File: src/rtl/blc_pkg.sv
package blc_pkg;

  typedef struct packed {
    logic toggle;  // 1: T-type, 0: D-type
    logic fb_q;    // 1: feedback from register, 0: from sum
    logic sync;    // 1: clock term ANDed with regional clock
  } cell_cfg_t;

  typedef enum logic [1:0] {
    ACT_HOLD   = 2'd0,
    ACT_CLEAR  = 2'd1,
    ACT_PRESET = 2'd2,
    ACT_LOAD   = 2'd3
  } cell_act_e;

endpackage

File: src/rtl/blc_rst_sync.sv
module blc_rst_sync #(
  parameter int STAGES = 2
) (
  input  logic clk,
  input  logic rst_n,
  output logic rst_sync_n
);

  logic [STAGES-1:0] sync_q;
  logic [STAGES-1:0] sync_d;

  always_comb begin
    sync_d = {sync_q[STAGES-2:0], 1'b1};
  end

  always_ff @(posedge clk or negedge rst_n) begin
    if (!rst_n) begin
      sync_q <= '0;
    end else begin
      sync_q <= sync_d;
    end
  end

  assign rst_sync_n = sync_q[STAGES-1];

endmodule

File: src/rtl/blc_sum_term.sv
module blc_sum_term #(
  parameter int NUM_PT = 5
) (
  input  logic [NUM_PT-1:0] pterm_i,
  output logic              sum_o
);

  logic [NUM_PT-1:0] chain;

  assign chain[0] = pterm_i[0];

  for (genvar k = 1; k < NUM_PT; k++) begin : g_or
    assign chain[k] = chain[k-1] | pterm_i[k];
  end

  assign sum_o = chain[NUM_PT-1];

endmodule

File: src/rtl/blc_clk_sel.sv
module blc_clk_sel (
  input  logic clk,
  input  logic rst_n,
  input  logic rclk_i,
  input  logic clkterm_i,
  input  logic sync_i,
  output logic edge_o
);

  logic lvl;
  logic lvl_q;
  logic lvl_d;

  always_comb begin
    if (sync_i) begin
      lvl = rclk_i & clkterm_i;
    end else begin
      lvl = clkterm_i;
    end
    lvl_d = lvl;
  end

  always_ff @(posedge clk or negedge rst_n) begin
    if (!rst_n) begin
      lvl_q <= 1'b0;
    end else begin
      lvl_q <= lvl_d;
    end
  end

  assign edge_o = lvl & ~lvl_q;

  AST_SYNC_LOW_NO_EDGE: assert property (@(posedge clk) disable iff (!rst_n)
    (sync_i && !rclk_i) |-> !edge_o);

endmodule

File: src/rtl/blc_cell.sv
module blc_cell
  import blc_pkg::*;
#(
  parameter int NUM_PT = 5
) (
  input  logic              clk,
  input  logic              rst_n,
  input  logic              rclk_i,
  input  logic [NUM_PT-1:0] pterm_i,
  input  logic              preset_i,
  input  logic              clear_i,
  input  logic              clkterm_i,
  input  cell_cfg_t         cfg_i,
  output logic              fb_o
);

  logic      sum;
  logic      clk_edge;
  logic      q_r;
  logic      q_d;
  logic      q_en;
  cell_act_e act;

  blc_sum_term #(.NUM_PT(NUM_PT)) u_sum (
    .pterm_i (pterm_i),
    .sum_o   (sum)
  );

  blc_clk_sel u_clk (
    .clk       (clk),
    .rst_n     (rst_n),
    .rclk_i    (rclk_i),
    .clkterm_i (clkterm_i),
    .sync_i    (cfg_i.sync),
    .edge_o    (clk_edge)
  );

  // Priority: clear, then preset, then a detected cell clock edge
  always_comb begin
    if (clear_i) begin
      act = ACT_CLEAR;
    end else if (preset_i) begin
      act = ACT_PRESET;
    end else if (clk_edge) begin
      act = ACT_LOAD;
    end else begin
      act = ACT_HOLD;
    end
  end

  always_comb begin
    q_en = 1'b1;
    q_d  = q_r;
    unique case (act)
      ACT_CLEAR:  q_d = 1'b0;
      ACT_PRESET: q_d = 1'b1;
      ACT_LOAD:   q_d = cfg_i.toggle ? (q_r ^ sum) : sum;
      default:    q_en = 1'b0;
    endcase
  end

  always_ff @(posedge clk or negedge rst_n) begin
    if (!rst_n) begin
      q_r <= 1'b0;
    end else if (q_en) begin
      q_r <= q_d;
    end
  end

  assign fb_o = cfg_i.fb_q ? q_r : sum;

  AST_CLEAR_WINS: assert property (@(posedge clk) disable iff (!rst_n)
    clear_i |=> !q_r);
  AST_PRESET_SETS: assert property (@(posedge clk) disable iff (!rst_n)
    (preset_i && !clear_i) |=> q_r);
  AST_HOLD_NO_EDGE: assert property (@(posedge clk) disable iff (!rst_n)
    (!clear_i && !preset_i && !clk_edge) |=> $stable(q_r));
  AST_D_LOAD: assert property (@(posedge clk) disable iff (!rst_n)
    (!clear_i && !preset_i && clk_edge && !cfg_i.toggle) |=> (q_r == $past(sum)));
  AST_T_TOGGLE: assert property (@(posedge clk) disable iff (!rst_n)
    (!clear_i && !preset_i && clk_edge && cfg_i.toggle) |=> (q_r == ($past(q_r) ^ $past(sum))));

endmodule

File: src/rtl/blc_bank.sv
module blc_bank
  import blc_pkg::*;
#(
  parameter int NUM_CELLS = 6,
  parameter int NUM_PT    = 5
) (
  input  logic                        clk,
  input  logic                        rst_n,
  input  logic                        rclk_i,
  input  logic [NUM_CELLS*NUM_PT-1:0] pterm_i,
  input  logic [NUM_CELLS-1:0]        preset_i,
  input  logic [NUM_CELLS-1:0]        clear_i,
  input  logic [NUM_CELLS-1:0]        clkterm_i,
  input  logic [NUM_CELLS-1:0]        cfg_toggle_i,
  input  logic [NUM_CELLS-1:0]        cfg_fbq_i,
  input  logic [NUM_CELLS-1:0]        cfg_sync_i,
  output logic [NUM_CELLS-1:0]        fb_o
);

  localparam int RST_STAGES = 2;

  logic rst_int_n;

  blc_rst_sync #(.STAGES(RST_STAGES)) u_rst (
    .clk        (clk),
    .rst_n      (rst_n),
    .rst_sync_n (rst_int_n)
  );

  for (genvar c = 0; c < NUM_CELLS; c++) begin : g_cell
    cell_cfg_t cfg;

    assign cfg.toggle = cfg_toggle_i[c];
    assign cfg.fb_q   = cfg_fbq_i[c];
    assign cfg.sync   = cfg_sync_i[c];

    blc_cell #(.NUM_PT(NUM_PT)) u_cell (
      .clk       (clk),
      .rst_n     (rst_int_n),
      .rclk_i    (rclk_i),
      .pterm_i   (pterm_i[c*NUM_PT +: NUM_PT]),
      .preset_i  (preset_i[c]),
      .clear_i   (clear_i[c]),
      .clkterm_i (clkterm_i[c]),
      .cfg_i     (cfg),
      .fb_o      (fb_o[c])
    );
  end

  AST_RESET_FB_LOW: assert property (@(posedge clk)
    (!rst_int_n) |-> ((fb_o & cfg_fbq_i) == '0));

endmodule

File: config.mk
export PLATFORM = sky130hd
export DESIGN_NAME = blc_bank
export DESIGN_NICKNAME = d
export VERILOG_FILES = /design/src/rtl/blc_pkg.sv /design/src/rtl/blc_rst_sync.sv /design/src/rtl/blc_sum_term.sv /design/src/rtl/blc_clk_sel.sv /design/src/rtl/blc_cell.sv /design/src/rtl/blc_bank.sv
export SDC_FILE = /design/constraint.sdc
export NUM_CORES = 1
export LEC_CHECK = 0
export BUFFER_PORTS_ARGS = -buffer_cell sky130_fd_sc_hd__buf_2
export CORE_ASPECT_RATIO = 1.4
export CORE_MARGIN = 1
export CORE_UTILIZATION = 41
export DETAILED_ROUTE_END_ITERATION = 10
export PLACE_DENSITY = 0.76
export SLEW_MARGIN = 0
export SYNTH_ARGS = -nofsm -noshare
export SYNTH_HDL_FRONTEND = slang
export SYNTH_SLANG_ARGS = --single-unit
File: constraint.sdc
create_clock -name clk -period 1.25 [get_ports clk]
set_clock_uncertainty 0.15 [all_clocks]
set_input_delay 0.1875 -clock clk [delete_from_list [all_inputs] [get_ports clk]]
set_output_delay 0.1875 -clock clk [all_outputs]
set_load 0.1 [all_outputs]
==> summary.txt, run 1 <==
Outcome
  • Status: complete, but fails checks
  • Violated checks: setup timing

Global routing
  • GRT Overall Usage: 0.216
  • Antenna violations before repair: 0
  • Largest net degree at the start of global routing: 13
  • GRT overflow: 0
  • First-pass GRT wire length: 4580 µm
  • Number of global-route vias before repair: between 1000 and 1500

Power
  • Max VDD drop: between 600 and 700 µV
  • Leakage: between 0.9 and 1 nW
  • PnR Total Power: approximately 1.4 mW
  • Cell Pwr Density: around 740 nW/µm²

Die
  • Die Ht: 62.3 µm
  • Initial Util: 0.440
  • Core Area: roughly 2400 µm²
  • DIE AREA: about 2800 µm²
  • Ports: 75
  • Die span in x: roughly 45 µm
  • Cell row count: 21

Synth
  • Post-Syn Area: 1060 µm²
  • Yosys top cell by area: dfrtp_1
  • Synth top area share: 0.329
  • Avg Inst Size Synth: 10.1 µm²
  • Unique cell type count in the Yosys netlist: 17
  • Syn Inst Count: between 100 and 150
  • Sequential element share of the synthesized area: 0.329
  • Synth area leaders: dfrtp_1 (33%), nor4b_4 (8.9%), nor4b_2 (8.5%)
  • Synth Register Bits: 14
  • Synth Net Count: around 170
  • Yosys Warn Count: 0

Placement
  • DP Area: ~1500 µm²
  • Port Buffers: between 70 and 80
  • HPWL after DPL: 2190 µm
  • RD Place Congestion: 0.715
  • Dpl cells: between 200 and 250

Timing
  • Final setup fails: 7
  • Crit path time final: approximately 1.5 ns
  • RSZ-0062 raised after global routing: yes
  • F_max: about 690 MHz
  • Fin. max-slew vios: 0
  • Final period util: 1.17
  • Final hold vios: 0
  • Worst hold margin: about 0.021 ns
  • Final worst slack: -0.207 ns
  • Setup TNS: -1.21 ns

CTS
  • CTS root buffer: clkbuf_4
  • Max Root-Sink Buffers: 2
  • H-tree Lvls: 1
  • Clock sink total: 14
  • Reg clk slew, reported paths: approximately 0.090 ns
  • TritonCTS clock tree: done
  • Clk_lat worst skew: 0.27 ns
  • Total CTS buffers: 3

Drt
  • Post-Route WL: roughly 3100 µm
  • Post-DRT Antenna Nets: 0
  • Iteration-0 DRC Markers: 16
  • Vias: approximately 1200
  • Routed len/inst: around 14 µm
  • Drt via density: approximately 5.1
  • First-pass detailed-route iteration total: 4
  • DRC viols: 0

Worst setup path
  • Req. time, crit path: about 0.91 ns
  • Reg2reg start: g_cell[2].u_cell.q_r
  • CP max FO: 2
  • Crit path max-delay cell type: dfrtp_1
  • Cells along the critical path: mux2_4 > buf_12
  • Crit end category: output pin
  • Max incr delay on CP: 0.40 ns
  • Worst Path Arrival: ~1.1 ns
  • Kind of critical path: reg2out
  • FF-to-FF path depth: 5
  • FF-to-FF setup slack: -0.02 ns
  • Critical Path Source Type: flip-flop
  • Reg-to-Reg End: g_cell[2].u_cell.q_r

Finish
  • Design Area, Final: 1910 µm²
  • Final net count: 264
  • Share of cells above drive strength 1: 0.711
  • Fill cells: roughly 180
  • Inserted Diodes: 0
  • Final non-filler cell total: 228
  • Layout area overhead: 79.4%

Worst hold path
  • Hold Path Stages: 2
  • Worst hold path type: in2reg
  • Worst hold start: clkterm_i[4]
  • Hold Path End: g_cell[4].u_cell.u_clk.lvl_q

Run
  • Max_cap viols: 0
## timing repair
item                                   in CTS  in global routing
hold buffers                                4                  0
pin swaps                                   1                 10
setup endpoints to repair                   9                 10
resized for setup                          33                 30
endpoints found under the hold margin       5                  0
setup buffers                               2                  5
## metrics by stage
stage,setup WS [ns],utilization
after floorplan,0.00476,-
after global placement,-0.157,0.627
after detailed placement,-0.192,0.627
after CTS,-0.221,0.722
after global routing,-0.249,0.790
final,-0.207,0.790
## how the worst max path moves through the flow
stage,from,to,slack (ns),depth (start not counted)
after floorplan,pterm_i[16],fb_o[3],0.005,4
after global placement,pterm_i[1],fb_o[0],-0.16,5
after detailed placement,pterm_i[14],fb_o[2],-0.19,5
after CTS,g_cell[3].u_cell.q_r,fb_o[3],-0.22,2
after global routing,g_cell[2].u_cell.q_r,fb_o[2],-0.25,2
final,g_cell[3].u_cell.q_r,fb_o[3],-0.21,2
## critical path, delay by kind of cell, from the launching register on
| family | cells | cell delay [ns] |
|---|---|---|
| buf+inv | 1 | 0.17 |
| flops | 1 | 0.40 |
| mux | 1 | 0.28 |
## cell type report
type                            count  area [µm²]  share of cell area
Tap cell                           34        42.5              0.0223
Timing Repair Buffer               91         603               0.316
Clock buffer                        4        36.3              0.0190
Multi-Input combinational cell     85         878               0.460
Sequential cell                    14         350               0.183
## layer usage
layer	global-route usage	vias to the layer above	routed length (µm)
met3	0.0233	4	153
li1	-	555	-
met1	0.192	553	1000
met4	0.0568	0	36
met2	0.453	48	1910
met5	0	-	0
## power by group
group,switching [mW],internal (mW)
registers,0.0205,0.484
logic,0.306,0.285
clock network,0.145,0.177
## flip-flops by register name, summed over array words and instances (netlist names)
register	count
g_cell.u_cell.q_r	6
u_rst.sync_q	2
g_cell.u_cell.u_clk.lvl_q	6
## kinds of logic (layout without fill, tap and decap cells)
kind of cell / Yosys count / after routing / synth area share
compound gates: 6 / 6 / 0.0282
buf+inv: 6 / 95 / 0.0423
flops: 14 / 14 / 0.329
mux: 6 / 6 / 0.0635
other cells: 1 / 1 / 0.00352
simple gates: 72 / 72 / 0.533
## cells in the mapped netlist
cell,count
a21oi_1,6
and2_1,6
buf_4,6
conb_1,1
dfrtp_1,14
mux2_2,6
nand2_1,10
nand2b_1,6
nand3b_1,2
nand3b_2,6
nor2_1,12
nor3_1,6
nor3_2,6
nor3b_1,2
nor4_1,6
nor4b_2,6
nor4b_4,4
## placed cells by master (no fill, tap or decap), types with 2 or more instances in the layout
cell type and n:
nand2b_1 6, dlygate4sd3_1 3, a21oi_2 2, nor2_2 3, nor4_2 2, buf_4 14
buf_2 67, nor2_1 9, nor4b_4 6, nor4_4 2, a21oi_1 4, nand2_1 7
nor3_2 11, nand3b_1 2, clkbuf_4 3, mux2_4 6, dfrtp_1 14, nor4_1 2
nor4b_2 4, and2_1 6, nand3b_4 6, nand2_4 2, buf_12 6
(Power assumes the default switching activity.)
==> run 2, diff against run 1 <==
Settings changed: TNS_END_PERCENT from default to 1.
==> run 2 against run 1 <==
Net effect:
- the run still ends with setup timing left
- critical path depth unchanged
- count of clock-buffer cells in the layout fell by 1
- via count fell by 0.78%
- non-clock buffer count up 1
- routed wire length decreased by 4.9%
- design area fell by 8.1%
- global-route usage fell by 0.23 points
- worst setup slack gained 0.0066 ns
- sequential power is essentially flat
- combinational power decreased by 7.8%
- register-to-register slack barely moved
- highest routed layer unchanged
==> summary.txt, run 2 (synthesized netlist as in run 1, its figures left out) <==
Run
  • Max_cap viols: 0 (unchanged)

Power
  • Leakage: 0.860 nW (was 0.937 nW)
  • Max VDD drop: 506 µV (was 675 µV)
  • Cell Pwr Density: 736 nW/µm² (was 742 nW/µm²)

Drt
  • Vias: 1151 (was 1160)
  • Iteration-0 DRC Markers: 8 (was 16)
  • Drt via density: 5.05 (was 5.09)
  • First-pass detailed-route iteration total: 2 (was 4)
  • Post-Route WL: 2950 µm (was 3110 µm)
  • Routed len/inst: 13.0 µm (was 13.6 µm)
  • DRC viols: 0 (unchanged)
  • Post-DRT Antenna Nets: 0 (unchanged)

Finish
  • Inserted Diodes: 0 (unchanged)
  • Commonest non-fill, non-tap cell in the layout: buf_2 (unchanged)
  • Final core occ: 0.726 (was 0.790)
  • Share of cells above drive strength 1: 0.660 (was 0.711)
  • Design Area, Final: 1760 µm² (was 1910 µm²)
  • Biggest regs: g_cell.u_cell.q_r (6), g_cell.u_cell.u_clk.lvl_q (6), u_rst.sync_q (2) (unchanged)
  • Commonest non-fill, non-tap cells in the layout: buf_2 (68), buf_4 (16), dfrtp_1 (14), nor2_1 (12), nand2_1 (8) (was buf_2 (67), dfrtp_1 (14), buf_4 (14), nor3_2 (11), nor2_1 (9))
  • Final net count: 265 (was 264)
  • Layout area overhead: 64.9% (was 79.4%)

Worst hold path
  • Hold Path End: g_cell[3].u_cell.u_clk.lvl_q (was g_cell[4].u_cell.u_clk.lvl_q)
  • Hold Path Stages: 2 (unchanged)
  • Worst hold start: clkterm_i[3] (was clkterm_i[4])
  • Worst hold path type: in2reg (unchanged)

Timing
  • Worst hold margin: 0.00742 ns (was 0.0209 ns)
  • Worst-Margin Slew: 0.509 ns
  • Rel. slew slack: 0.661
  • Fin. max-slew vios: 0 (unchanged)
  • Final hold vios: 0 (unchanged)
  • Final setup fails: 7 (unchanged)
  • Final worst slack: -0.200 ns (was -0.207 ns)
  • Setup TNS: -1.16 ns (was -1.21 ns)
  • RSZ-0062 raised after global routing: yes (unchanged)
  • F_max: 690 MHz (was 686 MHz)
  • Crit path time final: 1.45 ns (was 1.46 ns)
  • Final period util: 1.16 (was 1.17)

CTS
  • Max Root-Sink Buffers: 2 (unchanged)
  • H-tree Lvls: 1 (unchanged)
  • Reg clk slew, reported paths: 0.08 ns (was 0.09 ns)
  • CTS root buffer: clkbuf_4 (unchanged)
  • Clock sink total: 14 (unchanged)
  • Total CTS buffers: 3 (unchanged)
  • Clk_lat worst skew: 0.27 ns (about the same)
  • TritonCTS clock tree: done (unchanged)

Worst setup path
  • Crit path max-delay cell type: dfrtp_1 (unchanged)
  • Reg2reg start: g_cell[3].u_cell.q_r (was g_cell[2].u_cell.q_r)
  • Cells along the critical path: mux2_4 > buf_12 (unchanged)
  • Bufs and invs on worst path: 1 (unchanged)
  • CP Launch Point: g_cell[2].u_cell.q_r (was g_cell[3].u_cell.q_r)
  • Kind of critical path: reg2out (unchanged)
  • Max incr delay on CP: 0.39 ns (was 0.40 ns)
  • Worst Path Arrival: 1.11 ns (was 1.12 ns)
  • Reg-to-Reg End: g_cell[3].u_cell.q_r (was g_cell[2].u_cell.q_r)
  • Req. time, crit path: 0.91 ns (about the same)
  • FF-to-FF path depth: 5 (unchanged)
  • Cell class contributing the biggest share of worst-path delay: flip-flops (unchanged)
  • Crit end category: output pin (unchanged)
  • FF-to-FF setup slack: -0.01 ns (was -0.02 ns)
  • Critical Path Source Type: flip-flop (unchanged)
  • CP max FO: 2 (unchanged)

Outcome
  • Status: complete, but fails checks (unchanged)
  • Violated checks: setup timing (unchanged)

Placement
  • Port Buffers: 74 (unchanged)
  • RD Place Congestion: 0.747 (was 0.715)
  • Post-place setup slack: -0.214 ns (was -0.192 ns)
  • DP Area: 1520 µm² (about the same)
  • HPWL after DPL: 2190 µm (about the same)

Global routing
  • GRT Overall Usage: 0.213 (was 0.216)
  • Antenna violations before repair: 0 (unchanged)
  • First-pass GRT wire length: 4550 µm (was 4580 µm)
  • Largest net degree at the start of global routing: 13 (unchanged)
  • GRT overflow: 0 (unchanged)
  • Number of global-route vias before repair: 1165 (was 1186)

Die
  • Die span in x: 45.1 µm (unchanged)
  • Die Ht: 62.3 µm (unchanged)
  • Ports: 75 (unchanged)
  • DIE AREA: 2810 µm² (unchanged)
  • Core Area: 2420 µm² (unchanged)
  • Cell row count: 21 (unchanged)
  • Initial Util: 0.440 (unchanged)
## run 2: cell count changes in the layout (fill, tap and decap cells not counted), moves of 3 or more
| cell | delta |
|---|---|
| nand3b_2 | +3 |
| nor3_2 | -5 |
| nor2_1 | +3 |
| nor3_1 | +5 |
| nand3b_4 | -3 |
| nor2_2 | -3 |
## run 2: what timing repair did
action | 4_1_cts | 5_1_grt
gates resized for setup | 33 | 4
endpoints found under the setup margin | 9 | 11
buffers inserted | 4 | 0
pin swaps | 5 | 1
hold endpoints to repair | 3 | 0
hold buffers | 2 | 0
## run 2: layer usage
metal  global-route usage  vias to the layer above  part of all wire
li1                     -                      557                 -
met1                0.190                      550              0.32
met2                0.453                       42              0.63
met3               0.0233                        2             0.044
met4               0.0455                        0            0.0027
met5                    0                        -                 0
## run 2: layout make-up
class	instances	area, µm²
well taps	34	42.5
flip-flops and latches	14	350
clock buffers	3	22.5
multi-input cells	85	748
repair buffers	92	592
fillers	186	662
## run 2: power by group
| group | switching [mW] | internal [mW] | total, mW |
|---|---|---|---|
| logic | 0.280 | 0.265 | 0.545 |
| registers | 0.0199 | 0.484 | 0.504 |
| clock network | 0.132 | 0.111 | 0.243 |
| total | 0.431 | 0.860 | 1.29 |
## run 2: metrics by stage
step,power [mW],std cells
2_1_floorplan,0.781,105
3_3_place_gp,0.933,219
3_5_place_dp,0.951,219
4_1_cts,1.29,228
5_1_grt,1.36,228
6_report,1.29,228
## run 2: worst max-delay path by stage
stage	to	slack [ns]	cells past startpoint
2_1_floorplan	fb_o[1]	-0.003	4
3_3_place_gp	fb_o[3]	-0.15	5
3_5_place_dp	fb_o[0]	-0.21	5
4_1_cts	fb_o[3]	-0.20	2
5_1_grt	fb_o[3]	-0.24	2
6_report	fb_o[2]	-0.20	2
